File: src/rtl/twoword_fetch.sv
module twoword_fetch #(
  parameter int PC_W = 21
) (
  input  logic            clk,
  input  logic            rst,
  output logic [PC_W-1:0] mem_addr,
  input  logic [15:0]     mem_rdata,
  input  logic [7:0]      wreg,
  input  logic            tst_zero,
  output logic            iss_valid,
  output logic            iss_nop,
  output logic [15:0]     iss_op,
  output logic [11:0]     iss_ext,
  output logic [PC_W-1:0] iss_pc
);
  localparam logic [15:0] JMP_WORD = 16'h26F9;

  logic [PC_W-1:0] pc, pc_nx, pend_pc;
  logic [15:0]     pend_op;
  logic            ph, pend, skip;
  logic            is_cont, is_first, is_tst, is_jmp;
  logic [7:0]      jmp_lo;

  assign mem_addr = pc;
  assign pc_nx    = pc + PC_W'(2);
  assign is_cont  = mem_rdata[15:12] == 4'hF;
  assign is_first = (mem_rdata[15:12] == 4'hC) || (mem_rdata[15:9] == 7'b1110110) ||
                    (mem_rdata[15:8] == 8'hEF) || (mem_rdata[15:6] == 10'b1110111000);
  assign is_tst   = mem_rdata[15:9] == 7'b0110011;
  assign is_jmp   = mem_rdata == JMP_WORD;
  assign jmp_lo   = (pc_nx[7:0] + wreg) & 8'hFE;

  always_ff @(posedge clk) begin
    if (rst) begin
      pc <= '0; ph <= 1'b0; pend <= 1'b0; skip <= 1'b0;
      pend_op <= '0; pend_pc <= '0;
      iss_valid <= 1'b0; iss_nop <= 1'b0; iss_op <= '0; iss_ext <= '0; iss_pc <= '0;
    end else begin
      iss_valid <= 1'b0;
      iss_nop   <= 1'b0;
      if (!ph) begin
        ph <= 1'b1;
      end else begin
        ph <= 1'b0;
        pc <= pc_nx;
        if (skip || (is_cont && !pend)) begin
          skip <= 1'b0; pend <= 1'b0;
          iss_valid <= 1'b1; iss_nop <= 1'b1;
          iss_op <= '0; iss_ext <= '0; iss_pc <= pc;
        end else if (is_cont) begin
          pend <= 1'b0;
          iss_valid <= 1'b1;
          iss_op <= pend_op; iss_ext <= mem_rdata[11:0]; iss_pc <= pend_pc;
        end else if (is_first) begin
          pend <= 1'b1; pend_op <= mem_rdata; pend_pc <= pc;
        end else begin
          pend <= 1'b0;
          iss_valid <= 1'b1;
          iss_op <= mem_rdata; iss_ext <= '0; iss_pc <= pc;
          if (is_tst && tst_zero) skip <= 1'b1;
          if (is_jmp) pc <= {pc_nx[PC_W-1:8], jmp_lo};
        end
      end
    end
  end
endmodule


File: config.mk
export PLATFORM = sky130hd
export DESIGN_NAME = twoword_fetch
export DESIGN_NICKNAME = d
export VERILOG_FILES = /design/src/rtl/twoword_fetch.sv
export SDC_FILE = /design/constraint.sdc
export NUM_CORES = 1
export LEC_CHECK = 0
export ABC_AREA = 1
export BUFFER_PORTS_ARGS = -buffer_cell sky130_fd_sc_hd__buf_2
export CAP_MARGIN = 5
export CORE_ASPECT_RATIO = 1.5
export CORE_MARGIN = 2
export CORE_UTILIZATION = 50
export DETAILED_ROUTE_END_ITERATION = 12
export PLACE_DENSITY = 0.73
export SLEW_MARGIN = 20
export SYNTH_ARGS = -nofsm -noshare
export SYNTH_HDL_FRONTEND = slang
export SYNTH_SLANG_ARGS = --single-unit
File: constraint.sdc
create_clock -name clk -period 6.2 [get_ports clk]
set_input_delay 1.24 -clock clk [delete_from_list [all_inputs] [get_ports clk]]
set_output_delay 1.24 -clock clk [all_outputs]
set_load 0.005 [all_outputs]
* Word level (Yosys, flattened, before mapping)
Index checks and enable logic that the tools add are counted.
** Storage, ports and cells
- Output and inout port bits :: 72
- Bits in registers :: 112
- Bits of input ports :: 27
- Word-level logic and storage cells :: 63
** Cells by class
- Reduce and logical (&&, ||, !) cells :: 12
- Equal/unequal tests :: 10
- Muxes and demuxes :: 25
- Bitwise logic cells :: 3
- Add/sub/neg operators :: 2
** Operators by type and width (count)
- $mux 21 :: 3
- $mux 16 :: 3
- $mux 12 :: 3
- $mux 8 :: 4
- $add 21x2->21 const B :: 1
- $eq 16x14->1 const B :: 1
- $mux 1 :: 12
- $eq 10x10->1 const B :: 1
- $add 8x8->8 :: 1
- $eq 4x4->1 const B :: 2
- $eq 8x8->1 const B :: 1
- $reduce_and 4->1 :: 2
- $eq 7x6->1 const B :: 1
- $eq 7x7->1 const B :: 1
- $logic_or 1x1->1 :: 4
- $ne 2x1->1 const B :: 2
- $ne 3x2->1 const B :: 1
- $not 1->1 :: 3
- $logic_and 1x1->1 :: 2
- $reduce_and 2->1 :: 1
- $reduce_bool 2->1 :: 1
- $reduce_or 2->1 :: 1
- $logic_not 1->1 :: 1

* Logic depth before layout (Yosys ltp)
- Depth after elaboration :: 7
- Mapped depth :: 17
- Depth with buffers taken out :: 17

* Worst setup path before layout
No wires, ideal clock.
- Path kind :: input port to flip-flop
- From :: in wreg[3]
- To :: reg pc[6], in the netlist mem_addr[6]
- Required time :: 6.088 ns
- Arrival :: 2.185 ns
- Slack :: 3.903 ns
- Cell stages on the path :: 9
- Cell sequence :: ha_1 nand2_1 inv_1 o21ai_0 nand4_1 nand3b_1 nand2_1 nand2_1 nand2_1
** On the way
- Cells in the longest elaborated chain, start to end :: 5
** Ends and longest elaborated chain
- start: declaration :: RTL line 8 : input logic [7:0] wreg,
- $add 8x8->8 :: RTL line 31 : assign jmp_lo = (pc_nx[7:0] + wreg) & 8'hFE;
- $mux 8 :: RTL line 61 : if (is_jmp) pc <= {pc_nx[PC_W-1:8], jmp_lo};
- $mux 8 :: RTL line 54 : end else if (is_first) begin
- $mux 8 :: RTL line 50 : end else if (is_cont) begin
- $mux 8 :: RTL line 46 : if (skip || (is_cont && !pend)) begin
- end signal: assignment :: RTL line 45 : pc <= pc_nx;
- end signal: assignment :: RTL line 61
- end: declaration :: RTL line 18 : logic [PC_W-1:0] pc, pc_nx, pend_pc;
No other way between the ends.
A chain may end at the register's enable or synchronous reset.

* Worst setup path after layout
- From :: in mem_rdata[13]
- To :: reg pend_pc[3]
** On the way
- Cells in the longest elaborated chain, start to end :: 5
- Elaborated cells between the ends (all ways) :: 13
- Classes of those cells :: eq/ne (5); bitwise (2); reduce/logical (6)
** Ends and longest elaborated chain
- start: declaration :: RTL line 7 : input logic [15:0] mem_rdata,
- $eq 7x7->1, or another cell as far along :: RTL line 27 : assign is_first = (mem_rdata[15:12] == 4'hC) || (mem_rdata[15:9] == 7'b1110110) ||
- $logic_or 1x1->1 / $logic_and 1x1->1 (equally long branches) :: RTL line 27, 46
- $logic_or 1x1->1 (on tied branches) :: RTL line 27, 46
- $logic_or 1x1->1 / $not 1->1 (equally long branches)
- $reduce_and 4->1 (no source line) (*)
- end signal: assignment :: RTL line 36 : pend_op <= '0; pend_pc <= '0;
- end signal: assignment :: RTL line 55 : pend <= 1'b1; pend_op <= mem_rdata; pend_pc <= pc;
- end: declaration :: RTL line 18
Mark *: on every way between the ends. The rest lies on a longest branch, timed or not.

==> metrics.md <==
| Metric | Value |
|---|---|
| Outcome | finished, final reports clean |
| Largest cells by area after synthesis | dfxtp_1 (43%), nand2_1 (13%), o21ai_0 (6.3%) |
| CP Launch Type | primary input |
| Crit end category | flop |
| Critical path cell sequence | buf_2 > nand2_1 > nor2_4 > nor2_4 > nand4_2 > buf_4 > inv_1 > nand2_1 > a21oi_1 |
| Detail Route Antenna Nets | 0 |
| Pwr/cell area | 248 nW/µm² |
| CTS Sinks | 109 |
| Hold path start | pend_op[12] |
| I/O Buffers | 95 |
| Initial antenna violation count | 0 |
| First-pass GRT wire length | 20500 µm |
| Area share of the largest cell type after synthesis | 43.0% |
| Slowest-stage cell, CP | nand4_2 |
| Flop2flop setup slack | 3730 ps |
| CP delay by family, top | simple AND/OR/NAND/NOR gates |
| Grt ovf | 0 |
| DP HPWL | 9320 µm |
| Final period utilization | 53.0% |
| Routed WL | 13000 µm |
| Drt drc | 0 |
| Leak Pwr | 0.00270 µW |
| Tightest Hold Check Type | flop to flop |
| GR Util met1 | 26.2% |
| Vias | 4811 |
| Die width | 86.3 µm |
| Final Slew Violations | 0 |
| Initial DRC Count | 242 |
| Grt met2 use | 42.7% |
| Total GRT Usage | 23.6% |
| Max-Cap Viols | 0 |
| DIE AREA | 11000 µm² |
| RR Endpoint | pend_pc[3] |
| DP Area | 5490 µm² |
| Syn Area/Cell | 7.19 µm² |
| Root Buffer | clkbuf_16 |
| Ant. Diodes | 0 |
| Number of synthesized flops with an enable pin | 0 |
| Hold buffers post-CTS | 0 |
| Crit path kind | primary input to flop |
| Share of layout cells above drive strength 1 | 17.2% |
| Worst Skew | 5.77 ps |
| Crit-path max cell delay | 580 ps |
| Largest net degree at the start of global routing | 60 |
| Reg2reg start | skip |
| Final Setup Violations | 0 |
| Synth cell types | 39 |
| Critical path arrival | 3560 ps |
| Starting density of the core | 50.6% |
| Worst VDD drop | 0.130 mV |
| TNS Setup | 0 ps |
| Yosys warns | 0 |
| Vias in the first global route | 4445 |
| Unrepaired setup endpoints after global routing | no |
| H-tree levels | 3 |
| Final min period | 3290 ps |
| Post-DR wirelength/cell | 14.4 µm |
| Maximum clock frequency | 304 MHz |
| Hold Path Cell Cnt | 2 |
| DR pass1 iterations | 4 |
| Resized Gates After CTS | 0 |
| Fin area | 5790 µm² |
| Clock buffer count from CTS | 9 |
| Asr flop ratio synth | 0% |
| Register bit total from synthesis | 109 |
| Hold Path Sink | pend_op[12] |
| CTS tree | built |
| Clock buffer depth | 2 |
| I/O Pins | 99 |
| Gate Count Post-Synth | 706 |
| Die H | 127 µm |
| Critical Path RT | 6470 ps |
| Post-synth top area cell | dfxtp_1 |
| Worst-Margin Slew | 686 ps |
| Global routing's busiest layer | met2 |
| Row Count | 45 |
| Filler Cell Count | 964 |
| Final Hold Vio Count | 0 |
| Reg2Reg Depth | 6 |
| Core area | 10000 µm² |
| RePlAce Congestion | 0.882 |
| Via density | 5.32 |
| WP buf/inv | 3 |
| # nets final | 817 |
| Seq/Total Area, Yosys | 43.0% |
| Worst skew pair latency | 340 ps |
| Slew margin rel. | 54.1% |
| Syn-to-layout area delta | 14.2% |
| Worst-path fanout max | 32 |
| M3 GR Usage | 5.23% |
| Post-CTS setup buffer count | 0 |
| Commonest register cell after synthesis | dfxtp_1 |
| Clock slew at reported path FFs | 70 ps |
| Synthesized cell area | 5070 µm² |
-- routing by layer --
layer,wire [µm],vias to the layer above
li1,-,2428
met1,5080,2214
met2,6770,141
met3,746,28
met4,390,0
met5,0,-
-- area by class of cell --
class | count | area [µm²] | share of cell area (%)
clock buffer | 13 | 260 | 4.49
clock inverter | 3 | 43.8 | 0.756
inverter | 80 | 305 | 5.27
multi-input combinational | 485 | 2360 | 40.8
sequential | 109 | 2180 | 37.7
tap | 117 | 146 | 2.53
timing repair buffer | 97 | 490 | 8.47
-- Yosys cell counts, types with 2 or more instances --
library cell / instances
a21oi_1: 52
a31oi_1: 2
buf_2: 7
buf_4: 6
buf_6: 9
clkbuf_1: 8
clkbuf_2: 2
dfxtp_1: 109
ha_1: 8
inv_1: 74
inv_2: 5
nand2_1: 172
nand2_2: 4
nand2_4: 2
nand3_1: 20
nand4_1: 7
nor2_1: 79
nor2_4: 3
nor3_1: 9
o211ai_1: 15
o21ai_0: 64
o21ai_1: 11
o21bai_1: 2
o22ai_1: 11
or2_1: 2
or2_2: 3
xor2_1: 8
-- flip-flops by register name (all words and copies together) (netlist names) --
name       flops
mem_addr      20
ph             1
pend_op       16
iss_pc        20
iss_nop        1
iss_op        16
pend           1
skip           1
iss_ext       12
pend_pc       20
iss_valid      1
-- logic make-up (layout without fill, tap and decap cells) --
| group | Yosys count | in the layout | synth area share, % |
|---|---|---|---|
| simple gates | 307 | 307 | 25.9 |
| compound gates | 159 | 159 | 17.0 |
| buf+inv | 113 | 193 | 10.5 |
| flops | 109 | 109 | 43.0 |
| xor+xnor | 9 | 9 | 1.55 |
| fa+ha+maj | 8 | 8 | 1.97 |
| other cells | 1 | 2 | 0.0739 |
-- worst reg2reg max path: stages (launching register included) --
cell and delay, ps:
dfxtp_1 350, nor2_4 300, nand4_2 580, buf_4 480, inv_1 420, nand2_1 110
a21oi_1 150
-- cell usage in the layout (no fill, tap or decap), types with 2 or more instances in the layout --
| master | n |
|---|---|
| nand2_1 | 172 |
| inv_2 | 5 |
| nor3_1 | 9 |
| clkbuf_16 | 9 |
| clkbuf_8 | 2 |
| or2_2 | 3 |
| o21ai_0 | 64 |
| o22ai_1 | 11 |
| nand4_1 | 7 |
| o21ai_1 | 11 |
| o21bai_1 | 2 |
| conb_1 | 2 |
| clkbuf_1 | 2 |
| buf_4 | 2 |
| a21oi_1 | 52 |
| a31oi_1 | 2 |
| dfxtp_1 | 109 |
| or2_1 | 2 |
| o211ai_1 | 15 |
| ha_1 | 8 |
| nand2_2 | 4 |
| nand2_4 | 2 |
| nor2_4 | 3 |
| xor2_1 | 8 |
| nor2_1 | 79 |
| nand3_1 | 20 |
| inv_1 | 74 |
| buf_2 | 95 |
-- through the flow --
step | total power, µW | utilization (%) | instances | hold slack (ps) | worst slack [ps]
floorplan | 829 | - | 707 | 417 | 3900
global placement | 867 | 54.8 | 888 | 433 | 2660
detailed placement | 872 | 54.8 | 888 | 439 | 2540
CTS | 1450 | 57.8 | 904 | 451 | 2900
global route | 1490 | 57.8 | 904 | 468 | 2720
finish | 1440 | 57.8 | 904 | 448 | 2910
-- report_power, final --
group	internal, µW	switching, µW	leakage [µW]	total (µW)
clock network	336	247	0.000150	583
registers	717	10.6	0.000884	728
logic	44.4	83.8	0.00166	128
total	1100	342	0.00270	1440
-- worst max-delay path by stage --
stage | from | to | slack [ps] | cells after the start
5_1_grt | mem_rdata[13] | pend_pc[9] | 2720 | 9
3_5_place_dp | mem_rdata[13] | pend_pc[3] | 2540 | 9
3_3_place_gp | mem_rdata[13] | pend_pc[11] | 2660 | 9
2_1_floorplan | wreg[3] | mem_addr[6] | 3900 | 9
6_report | mem_rdata[13] | pend_pc[3] | 2910 | 9
4_1_cts | mem_rdata[13] | pend_pc[3] | 2900 | 9
Power figures use the tool's default switching activity.
